==> src/rtl/nrtc_pkg.sv <==
package nrtc_pkg;
   localparam int SEC_U = 0;
   localparam int SEC_T = 1;
   localparam int MIN_U = 2;
   localparam int MIN_T = 3;
   localparam int HR_U  = 4;
   localparam int HR_T  = 5;
   localparam int DOW   = 6;
   localparam int DAY_U = 7;
   localparam int DAY_T = 8;
   localparam int MON_U = 9;
   localparam int MON_T = 10;
   localparam int YR_U  = 11;
   localparam int YR_T  = 12;

   localparam logic [3:0] ADDR_MODE = 4'hD;
   localparam logic [3:0] ADDR_TEST = 4'hE;
   localparam logic [3:0] ADDR_CTRL = 4'hF;
   localparam logic [3:0] ADDR_H24  = 4'hA;
   localparam logic [3:0] ADDR_LEAP = 4'hB;

   typedef enum logic [1:0] {
      BANK_TIME = 2'd0,
      BANK_CFG  = 2'd1,
      BANK_RAMA = 2'd2,
      BANK_RAMB = 2'd3
   } bank_e;

   function automatic logic [6:0] bcd_val(input logic [3:0] t, input logic [3:0] u);
      return 7'(t * 10 + u);
   endfunction

   function automatic logic [7:0] val_bcd(input logic [6:0] v);
      logic [6:0] q;
      q = v / 7'd10;
      return {q[3:0], 4'(v - q * 7'd10)};
   endfunction

   function automatic logic [3:0] digit_mask(input int idx);
      case (idx)
         SEC_T, MIN_T, DOW: return 4'h7;
         HR_T, DAY_T:       return 4'h3;
         MON_T:             return 4'h1;
         default:           return 4'hF;
      endcase
   endfunction

   function automatic logic [6:0] month_len(input logic [6:0] mo, input logic [1:0] leap);
      case (mo)
         7'd2:                      return (leap == 2'd0) ? 7'd29 : 7'd28;
         7'd4, 7'd6, 7'd9, 7'd11:   return 7'd30;
         default:                   return 7'd31;
      endcase
   endfunction
endpackage

==> src/rtl/nrtc_nibble_ram.sv <==
module nrtc_nibble_ram #(
   parameter int DATA_W = 4,
   parameter int ADDR_W = 4,
   parameter int DEPTH  = 13
) (
   input  logic              clk,
   input  logic              rst_n,
   input  logic              clr_i,
   input  logic              we_i,
   input  logic [ADDR_W-1:0] addr_i,
   input  logic [DATA_W-1:0] wdata_i,
   output logic [DATA_W-1:0] rdata_o
);
   if (DEPTH > (1 << ADDR_W)) begin : g_bad_depth
      $error("nrtc_nibble_ram: DEPTH does not fit the address width");
   end

   logic [DEPTH-1:0][DATA_W-1:0] mem_q;

   for (genvar i = 0; i < DEPTH; i++) begin : g_word
      always_ff @(posedge clk) begin
         if (!rst_n || clr_i)
            mem_q[i] <= '0;
         else if (we_i && addr_i == ADDR_W'(i))
            mem_q[i] <= wdata_i;
      end
   end

   always_comb begin
      rdata_o = '0;
      for (int i = 0; i < DEPTH; i++)
         if (addr_i == ADDR_W'(i)) rdata_o = mem_q[i];
   end

   AST_RAM_HOLD: assert property (@(posedge clk) disable iff (!rst_n)
      (!we_i && !clr_i) |=> $stable(mem_q));
endmodule

==> src/rtl/nrtc_time_step.sv <==
module nrtc_time_step
   import nrtc_pkg::*;
#(
   parameter int SLOTS = 13
) (
   input  logic [SLOTS-1:0][3:0] cur_i,
   input  logic                  h24_i,
   input  logic [1:0]            leap_i,
   output logic [SLOTS-1:0][3:0] nxt_o,
   output logic [1:0]            leap_o
);
   logic [6:0] s, m, h, hn, d, mo, y;
   logic       cm, ch, cd, cmo, cy, pm, pm_n;
   logic [7:0] hb;

   always_comb begin
      nxt_o  = cur_i;
      leap_o = leap_i;
      s  = bcd_val(cur_i[SEC_T], cur_i[SEC_U]);
      m  = bcd_val(cur_i[MIN_T], cur_i[MIN_U]);
      d  = bcd_val(cur_i[DAY_T], cur_i[DAY_U]);
      mo = bcd_val(cur_i[MON_T], cur_i[MON_U]);
      y  = bcd_val(cur_i[YR_T], cur_i[YR_U]);
      pm = cur_i[HR_T][1];
      pm_n = pm;
      cd = 1'b0;
      // seconds always advance; each stage carries into the next
      cm = (s == 7'd59);
      {nxt_o[SEC_T], nxt_o[SEC_U]} = val_bcd(cm ? 7'd0 : s + 7'd1);
      ch = cm && (m == 7'd59);
      if (cm) {nxt_o[MIN_T], nxt_o[MIN_U]} = val_bcd(ch ? 7'd0 : m + 7'd1);
      if (h24_i) begin
         h  = bcd_val(cur_i[HR_T], cur_i[HR_U]);
         hn = h;
         if (ch) begin
            cd = (h == 7'd23);
            hn = cd ? 7'd0 : h + 7'd1;
         end
         hb = val_bcd(hn);
         nxt_o[HR_T] = hb[7:4];
         nxt_o[HR_U] = hb[3:0];
      end else begin
         h  = bcd_val({3'b000, cur_i[HR_T][0]}, cur_i[HR_U]);
         hn = h;
         if (ch) begin
            if (h == 7'd11) begin
               hn   = 7'd12;
               pm_n = !pm;
               cd   = pm;
            end else if (h >= 7'd12) begin
               hn = 7'd1;
            end else begin
               hn = h + 7'd1;
            end
         end
         hb = val_bcd(hn);
         nxt_o[HR_T] = {2'b00, pm_n, hb[4]};
         nxt_o[HR_U] = hb[3:0];
      end
      cmo = cd && (d >= month_len(mo, leap_i));
      cy  = cmo && (mo >= 7'd12);
      if (cd) begin
         nxt_o[DOW] = (cur_i[DOW] >= 4'd6) ? 4'd0 : cur_i[DOW] + 4'd1;
         {nxt_o[DAY_T], nxt_o[DAY_U]} = val_bcd(cmo ? 7'd1 : d + 7'd1);
      end
      if (cmo) {nxt_o[MON_T], nxt_o[MON_U]} = val_bcd(cy ? 7'd1 : mo + 7'd1);
      if (cy) begin
         {nxt_o[YR_T], nxt_o[YR_U]} = val_bcd((y >= 7'd99) ? 7'd0 : y + 7'd1);
         leap_o = leap_i + 2'd1;
      end
   end
endmodule

==> src/rtl/nrtc_regfile.sv <==
module nrtc_regfile
   import nrtc_pkg::*;
#(
   parameter int DATA_W      = 4,
   parameter int ADDR_W      = 4,
   parameter int SLOTS       = 13,
   parameter int ALARM_SLOTS = 10,
   parameter int USER_BANKS  = 2
) (
   input  logic              clk,
   input  logic              rst_n,
   input  logic              tick_i,
   input  logic [ADDR_W-1:0] addr_i,
   input  logic              wr_en_i,
   input  logic [DATA_W-1:0] wdata_i,
   output logic [DATA_W-1:0] rdata_o
);
   localparam int TIMER_BIT = DATA_W - 1;

   if (DATA_W != 4 || ADDR_W != 4) begin : g_bad_bus
      $error("nrtc_regfile: the register map needs a 4-bit bus and 4-bit address");
   end
   if (SLOTS != 13) begin : g_bad_slots
      $error("nrtc_regfile: the time layout has exactly 13 digits");
   end
   if (ALARM_SLOTS > 10 || USER_BANKS != 2) begin : g_bad_cfg
      $error("nrtc_regfile: alarm nibbles must stay below 0xA and two RAM banks are mapped");
   end

   logic [DATA_W-1:0]            mode_q;
   logic [SLOTS-1:0][3:0]        time_q, time_nxt;
   logic [1:0]                   leap_q, leap_nxt, pulse_q;
   logic                         h24_q, pend_q;
   bank_e                        bank;
   logic                         is_ctl, wr_time, wr_cfg, wr_ctrl, adv, timer_en;
   logic [DATA_W-1:0]            alarm_rd, time_rd;
   logic [USER_BANKS-1:0][DATA_W-1:0] user_rd;

   assign bank     = bank_e'(mode_q[1:0]);
   assign timer_en = mode_q[TIMER_BIT];
   assign is_ctl   = (addr_i >= ADDR_MODE);
   assign wr_time  = wr_en_i && !is_ctl && bank == BANK_TIME;
   assign wr_cfg   = wr_en_i && !is_ctl && bank == BANK_CFG;
   assign wr_ctrl  = wr_en_i && addr_i == ADDR_CTRL;
   assign adv      = timer_en && !wr_time && (tick_i || pend_q);

   nrtc_time_step #(.SLOTS(SLOTS)) u_step (
      .cur_i  (time_q),
      .h24_i  (h24_q),
      .leap_i (leap_q),
      .nxt_o  (time_nxt),
      .leap_o (leap_nxt)
   );

   always_ff @(posedge clk) begin
      if (!rst_n) begin
         mode_q        <= '0;
         mode_q[TIMER_BIT] <= 1'b1;
         time_q        <= '0;
         time_q[DAY_U] <= 4'd1;
         time_q[MON_U] <= 4'd1;
         leap_q        <= '0;
         h24_q         <= 1'b1;
         pend_q        <= 1'b0;
         pulse_q       <= '0;
      end else begin
         if (wr_en_i && addr_i == ADDR_MODE) mode_q <= wdata_i;
         if (wr_ctrl) pulse_q <= wdata_i[3:2];
         pend_q <= !(wr_ctrl && wdata_i[1]) && (tick_i || pend_q) && !adv;
         if (wr_time) begin
            for (int i = 0; i < SLOTS; i++)
               if (addr_i == ADDR_W'(i)) time_q[i] <= wdata_i & digit_mask(i);
         end else if (adv) begin
            time_q <= time_nxt;
         end
         if (wr_cfg && addr_i == ADDR_H24) h24_q <= wdata_i[0];
         if (wr_cfg && addr_i == ADDR_LEAP) leap_q <= wdata_i[1:0];
         else if (adv) leap_q <= leap_nxt;
      end
   end

   nrtc_nibble_ram #(.DATA_W(DATA_W), .ADDR_W(ADDR_W), .DEPTH(ALARM_SLOTS)) u_alarm (
      .clk     (clk),
      .rst_n   (rst_n),
      .clr_i   (wr_ctrl && wdata_i[0]),
      .we_i    (wr_cfg),
      .addr_i  (addr_i),
      .wdata_i (wdata_i),
      .rdata_o (alarm_rd)
   );

   for (genvar b = 0; b < USER_BANKS; b++) begin : g_user_ram
      nrtc_nibble_ram #(.DATA_W(DATA_W), .ADDR_W(ADDR_W), .DEPTH(SLOTS)) u_ram (
         .clk     (clk),
         .rst_n   (rst_n),
         .clr_i   (1'b0),
         .we_i    (wr_en_i && !is_ctl && bank == bank_e'(2 + b)),
         .addr_i  (addr_i),
         .wdata_i (wdata_i),
         .rdata_o (user_rd[b])
      );
   end

   always_comb begin
      time_rd = '0;
      for (int i = 0; i < SLOTS; i++)
         if (addr_i == ADDR_W'(i)) time_rd = time_q[i];
   end

   always_comb begin
      rdata_o = '0;
      if (addr_i == ADDR_MODE)      rdata_o = mode_q;
      else if (addr_i == ADDR_CTRL) rdata_o = {pulse_q, 2'b00};
      else if (!is_ctl) begin
         case (bank)
            BANK_TIME: rdata_o = time_rd;
            BANK_CFG: begin
               rdata_o = alarm_rd;
               if (addr_i == ADDR_H24)  rdata_o = {3'b000, h24_q};
               if (addr_i == ADDR_LEAP) rdata_o = {2'b00, leap_q};
            end
            BANK_RAMA: rdata_o = user_rd[0];
            default:   rdata_o = user_rd[1];
         endcase
      end
   end

   AST_FROZEN_HOLD: assert property (@(posedge clk) disable iff (!rst_n)
      (!timer_en && !wr_time) |=> $stable(time_q));
   AST_PEND_SPENT: assert property (@(posedge clk) disable iff (!rst_n)
      (pend_q && timer_en && !wr_time) |=> !pend_q);
   AST_TICK_MOVES: assert property (@(posedge clk) disable iff (!rst_n)
      (timer_en && (tick_i || pend_q) && !wr_time) |=> (time_q[SEC_U] != $past(time_q[SEC_U])));
   AST_DOW_RANGE: assert property (@(posedge clk) disable iff (!rst_n)
      time_q[DOW] < 4'd7);
   AST_TIME_WR_PEND: assert property (@(posedge clk) disable iff (!rst_n)
      (wr_time && tick_i && !(wr_ctrl && wdata_i[1])) |=> pend_q);
endmodule

==> config.mk <==
export PLATFORM = sky130hd
export DESIGN_NAME = nrtc_regfile
export DESIGN_NICKNAME = d
export VERILOG_FILES = /design/src/rtl/nrtc_pkg.sv /design/src/rtl/nrtc_nibble_ram.sv /design/src/rtl/nrtc_time_step.sv /design/src/rtl/nrtc_regfile.sv
export SDC_FILE = /design/constraint.sdc
export NUM_CORES = 1
export LEC_CHECK = 0
export BUFFER_PORTS_ARGS = -buffer_cell sky130_fd_sc_hd__buf_2
export CAP_MARGIN = 15
export CORE_MARGIN = 3
export CORE_UTILIZATION = 55
export DETAILED_ROUTE_END_ITERATION = 8
export PLACE_DENSITY = 0.82
export SYNTH_ARGS = -nofsm -noshare
export SYNTH_HDL_FRONTEND = slang
export SYNTH_SLANG_ARGS = --single-unit
==> constraint.sdc <==
create_clock -name clk -period 8.3 [get_ports clk]
set_input_delay 1.245 -clock clk [delete_from_list [all_inputs] [get_ports clk]]
set_output_delay 1.245 -clock clk [all_outputs]
set_load 0.1 [all_outputs]
### After elaboration in Yosys (flattened, before gate mapping)

Index checks and enable logic that the tools add are counted.

* input port bits: 12
* register bits: 206
* output and inout port bits: 4

* eq/ne operators: 39
* reductions and logical operators: 90
* divide/modulo/power cells: 7
* magnitude comparators: 6
* bitwise gates (word level): 13
* $add $sub $neg: 23
* multiply operators: 14
* multiplexer cells: 138

Operator list (number)
* $mux W4: 107
* $mux W52: 2
* $mux W7: 12
* $logic_and A1 B1 Y1: 54
* $and A4 B4 Y4: 13
* $add A7 B1 Y7 const B: 7
* $div A7 B4 Y7 const B: 7
* $mul A7 B3 Y3 const B: 7
* $add A7 B4 Y7: 6
* $mul A4 B3 Y6 const B: 6
* $mux W8: 4
* $eq A4 B4 Y1 const B: 7
* $sub A4 B4 Y4: 7
* $reduce_and A3 Y1: 9
* $ne A2 B1 Y1 const B: 13
* $eq A7 B4 Y1 const B: 3
* $eq A4 B3 Y1 const B: 4
* $eq A7 B3 Y1 const B: 2
* $eq A7 B6 Y1 const B: 2
* $ge A7 B4 Y1 const B: 2
* $pmux W7 S2: 1
* $reduce_bool A2 Y1: 7
* $mux W12: 1
* $pmux W4 S3: 1
* other kinds (24): 46

### Logic depth before layout (Yosys ltp)

* depth in word-level cells: 18
* depth in mapped cells: 32

### Hierarchy

A second synthesis with hierarchy kept.

* cell total of the unflattened synthesis: 1998
* area, all modules: 15841.4 um2

Modules (own cells, without submodules)
* nrtc_time_step: times used 1, sequential area each 0.0 um2, area each 5119.9 um2, cells each 716
* nrtc_nibble_ram at g_user_ram[0].u_ram ...: times used 2, sequential area each 1041.0 um2, area each 2529.9 um2, cells each 293
* nrtc_regfile: times used 1, sequential area each 1241.2 um2, area each 3699.8 um2, cells each 468
* nrtc_nibble_ram at u_alarm: times used 1, sequential area each 800.8 um2, area each 1961.9 um2, cells each 228

### Least setup slack after synthesis

OpenSTA, ideal clock, no wires.

* path kind: reg-to-reg
* start: register time_q[41] (netlist bit)
* end: register time_q[39] (netlist bit)
* setup time: 0.131 ns
* path slack: 0.951 ns
* data arrival time: 7.217 ns
* cell stages (with the launch flop): 32
* required time: 8.169 ns
* cell sequence: dfxtp_1 > ha_1 > ha_1 > fa_1 > xnor3_1 > o211a_1 > o211ai_1 > a211o_1 > ha_1 > nand2b_1 > a21oi_1 > nor4_1 > nor3_1 > nor2_1 > a221oi_2 > ha_1 > o21bai_1 > o21ai_0 > a311oi_1 > xnor2_1 > nand2_1 > a32oi_1 > ha_1 > a311o_1 > o2bb2ai_1 > nand2_1 > ha_1 > inv_1 > fa_1 > xnor2_1 > a2111oi_0 > nor3_1

* word-level cells in the longest chain between the ends: 15

Ends and longest elaborated chain
* start: declaration: line nrtc_regfile.sv:31 `logic [SLOTS-1:0][3:0] time_q, time_nxt;`
* start signal: indexed assignment: line nrtc_regfile.sv:72 `if (addr_i == ADDR_W'(i)) time_q[i] <= wdata_i & digit_mask(i);`
* start signal: assignment: line nrtc_regfile.sv:74 `time_q <= time_nxt;`
* $mul A4 B3 Y6 (*): line nrtc_pkg.sv:30 `return 7'(t * 10 + u);`
* $add A7 B4 Y7 (*): line nrtc_pkg.sv:30
* $eq A7 B3 Y1 or $eq A7 B4 Y1 (tied branches): line nrtc_pkg.sv:49 `case (mo)`
* $reduce_or A4 Y1: line nrtc_pkg.sv:49
* $pmux W7 S2: line nrtc_pkg.sv:49
* $ge A7 B7 Y1: line nrtc_time_step.sv:60 `cmo = cd && (d >= month_len(mo, leap_i));`
* $logic_and A1 B1 Y1: line nrtc_time_step.sv:60
* $logic_and A1 B1 Y1: line nrtc_time_step.sv:61 `cy = cmo && (mo >= 7'd12);`
* $mux W7: line nrtc_time_step.sv:66 `if (cmo) {nxt_o[MON_T], nxt_o[MON_U]} = val_bcd(cy ? 7'd1 : mo + 7'd1);`
* $div A7 B4 Y7: line nrtc_pkg.sv:35 `q = v / 7'd10;`
* $mul A7 B3 Y3: line nrtc_pkg.sv:36 `return {q[3:0], 4'(v - q * 7'd10)};`
* $sub A4 B4 Y4: line nrtc_pkg.sv:36
* $mux W8: line nrtc_time_step.sv:66
* $mux W52: line nrtc_regfile.sv:73 `end else if (adv) begin`
* $mux W52: line nrtc_regfile.sv:70 `if (wr_time) begin`

Mark *: on every way between the ends. The rest lies on a longest branch, timed or not. The select of a mux whose other input is x is not followed.
A chain may end at the register's enable or synchronous reset.

### Final worst setup path

Ends and elaborated chain as after synthesis.

==> results_dict.tcl <==
set metrics [dict create \
    synth.most_common_cell "nand2_1" \
    cts.sinks 206 \
    synth-seq-area-share_pct 27.3 \
    clk_path_buf_depth 3 \
    power_density_nw_per_um2 176 \
    io_buffers 15 \
    cpMostUsedCell "ha_1" \
    post_drt_wl_per_cell_um 20.0 \
    worst-path-buf-inv 2 \
    path_delay_family "compound AO/OA/AOI/OAI gates" \
    row_count 60 \
    placed_cells 2276 \
    holdWs_ns 0.454 \
    synth_area_leaders "dfxtp_1, a21oi_1, nand2_1" \
    synth_xor_area_share_pct 3.97 \
    finalHoldViolCount 0 \
    post-route-util_pct 60.0 \
    ios 16 \
    worstPathArrival_ns 8.32 \
    total_power_w 0.00285 \
    multi_input_area_um2 10400 \
    hold_path.class "reg2reg" \
    path_class "reg2reg" \
    final-setup-viol-count 0 \
    grt_pass1_wl_um 74200 \
    vias 15700 \
    drv_cap 0 \
    die_width_um 172 \
    htreeDepth 1 \
    instances_no_fill 2315 \
    crit_fanout 8 \
    yosys.area.top_type_share_pct 27.3 \
    worst_pin_slew_ns 1.04 \
    clkTransAtPathRegs_ns 0.07 \
    crit_cells 32 \
    clk_latency_ns 0.54 \
    setup.worst_path.end_class "register" \
    cpPeakStageDelay_ns 0.60 \
    dr.pass1.iters 9 \
    worstPathRequired_ns 8.69 \
    pre_cts_slack_ns 0.390 \
    antenna_found_initial 1 \
    cts_buffers 22 \
    avgSynthCellArea_um2 7.47 \
    synth_common_cells "nand2_1, a21oi_1, dfxtp_1" \
    root_buffer "clkbuf_16" \
    cts_tree "built" \
    synth_top_family_by_area "compound AO/OA/AOI/OAI gates" \
    cp_slowest_cell "fa_1" \
    slew_violations 0 \
    syn_to_final_growth_pct 6.93 \
    synth_fa_ha_area_share_pct 8.87 \
    synthCells 2024 \
    dieArea_um2 29500 \
    track_usage_pct 30.2 \
    ys_seq_elements 206 \
    worst_slack_ns 0.366 \
    first_global_vias 14400 \
    core_um2 27000 \
    yosys.area_share.simple_pct 24.6 \
    fp.dieH_um 172 \
    nets 2067 \
    peakVddDrop_v 0.000173 \
    routed_wl_um 46400 \
    timing.fmax_mhz 126 \
    ant_nets 0 \
    initial_core_util_pct 56.1 \
    drive_above_1_share_pct 6.94 \
    syn_area_um2 15100 \
    cts_hold_buf 0 \
    leakage_nw 5.92 \
    holdPathStages 2 \
    synth_cell_type_count 88 \
    fill_cells 2361 \
    synth_nets 2131 \
    synth.area.mux_share_pct 3.58 \
    synthFlopType "dfxtp_1" \
    finalCritPeriodShare_pct 95.6 \
    rsz0062_at_grt "true" \
    min_period_ns 7.93 \
    vias_per_cell 6.80 \
    drc 0 \
    grt_max_degree 93 \
    seq_area_um2 4120 \
    synth_top_cell_by_area "dfxtp_1" \
    slew_headroom_pct 30.9 \
    critPathLaunchType "register" \
    synth_warnings 0 \
    async_flop_share_pct 0 \
    fin_skew_ns 0.0370 \
    status "finished clean" \
    synth_compound_area_share_pct 27.1 \
    gp_congestion 0.916 \
    grt_remaining_overflow 0 \
    drtIter0Drc 2032 \
    dp_hpwl_um 32000 \
    reg2reg_depth 32 \
    synth_edf_count 0 \
]
## report_power, final
| group | internal, W | total (W) | switching, W |
|---|---|---|---|
| clock | 0.000603 | 0.00103 | 0.000423 |
| combinational | 0.000293 | 0.000793 | 0.000500 |
| sequential | 0.00100 | 0.00103 | 0.0000257 |
## layout make-up
cell class	count	share of cell area, %
timing repair buffer	49	2.04
clock buffer	28	3.67
inverter	49	1.15
clock inverter	9	0.921
antenna	1	0.0155
tap	341	2.64
sequential	206	25.5
multi-input combinational	1632	64.1
## sequential cells by signal (all words and copies together) (netlist names)
name and flops:
pend_q 1, pulse_q 2, u_alarm.mem_q 40, leap_q 2, h24_q 1, mode_q 4, g_user_ram.u_ram.mem_q 104, time_q 52
## cell families after synthesis
family	count (synthesis)
AO/OA/AOI/OAI	628
XOR/XNOR	60
adder cells (fa/ha/maj)	96
buffers and inverters	186
flip-flops	206
multiplexers	50
AND/OR/NAND/NOR	798
## stage by stage
stage,area (um2),TNS (ns)
after floorplan,15100,0
after global placement,15400,0
after detailed placement,15400,0
after CTS,16100,0
after global routing,16200,-0.0926
final,16200,0
## worst min-delay path: cells and delay by family, from the launching register on
kind	cells	cell delay [ns]
AOI/OAI and AO/OA	1	0.05
DFF	1	0.31
and+or+nand+nor	1	0.05
## placed cells by master, fill, tap and decap left out, types with 8 or more instances in the layout
| cell type | instances |
|---|---|
| nand3_1 | 184 |
| inv_1 | 48 |
| o22ai_1 | 18 |
| nand2_1 | 292 |
| ha_1 | 76 |
| a311oi_1 | 11 |
| o211ai_1 | 21 |
| o2111ai_1 | 8 |
| a31oi_1 | 16 |
| nor4_1 | 12 |
| or4_1 | 11 |
| a211oi_1 | 25 |
| a21oi_1 | 239 |
| dfxtp_1 | 206 |
| a21o_1 | 9 |
| or3_1 | 9 |
| a221oi_1 | 18 |
| buf_2 | 15 |
| o31ai_1 | 8 |
| clkbuf_16 | 22 |
| nor3_1 | 33 |
| a22oi_1 | 24 |
| nand2b_1 | 17 |
| nand4_1 | 11 |
| a22o_1 | 9 |
| and3_1 | 22 |
| and2_1 | 16 |
| a211o_1 | 12 |
| mux2i_1 | 44 |
| or2_2 | 12 |
| o21ai_0 | 90 |
| xor2_1 | 17 |
| fa_1 | 19 |
| o21a_1 | 10 |
| o221ai_1 | 11 |
| buf_4 | 34 |
| nor2_1 | 134 |
| xnor2_1 | 38 |
## metal layers
layer / vias up / global-route usage, % / wire (um)
met5: - / 0 / 0
met3: 165 / 3.72 / 3760
met1: 7426 / 42.2 / 19900
met4: 0 / 11.5 / 1970
li1: 7336 / - / -
met2: 812 / 48.0 / 20800
## timing repair
item | CTS | global route
gates resized for setup | 0 | 2
buffers inserted | 0 | 1
endpoints found under the setup margin | 0 | 3
## final timing paths
check	start	endpoint	slack, ns
setup reg to reg	time_q[41]	time_q[39]	0.37
hold / removal	g_user_ram[0].u_ram.mem_q[3]	g_user_ram[0].u_ram.mem_q[3]	0.45
setup / recovery	time_q[41]	time_q[39]	0.37
hold reg to reg	g_user_ram[0].u_ram.mem_q[3]	g_user_ram[0].u_ram.mem_q[3]	0.45
(Power assumes the default switching activity.)
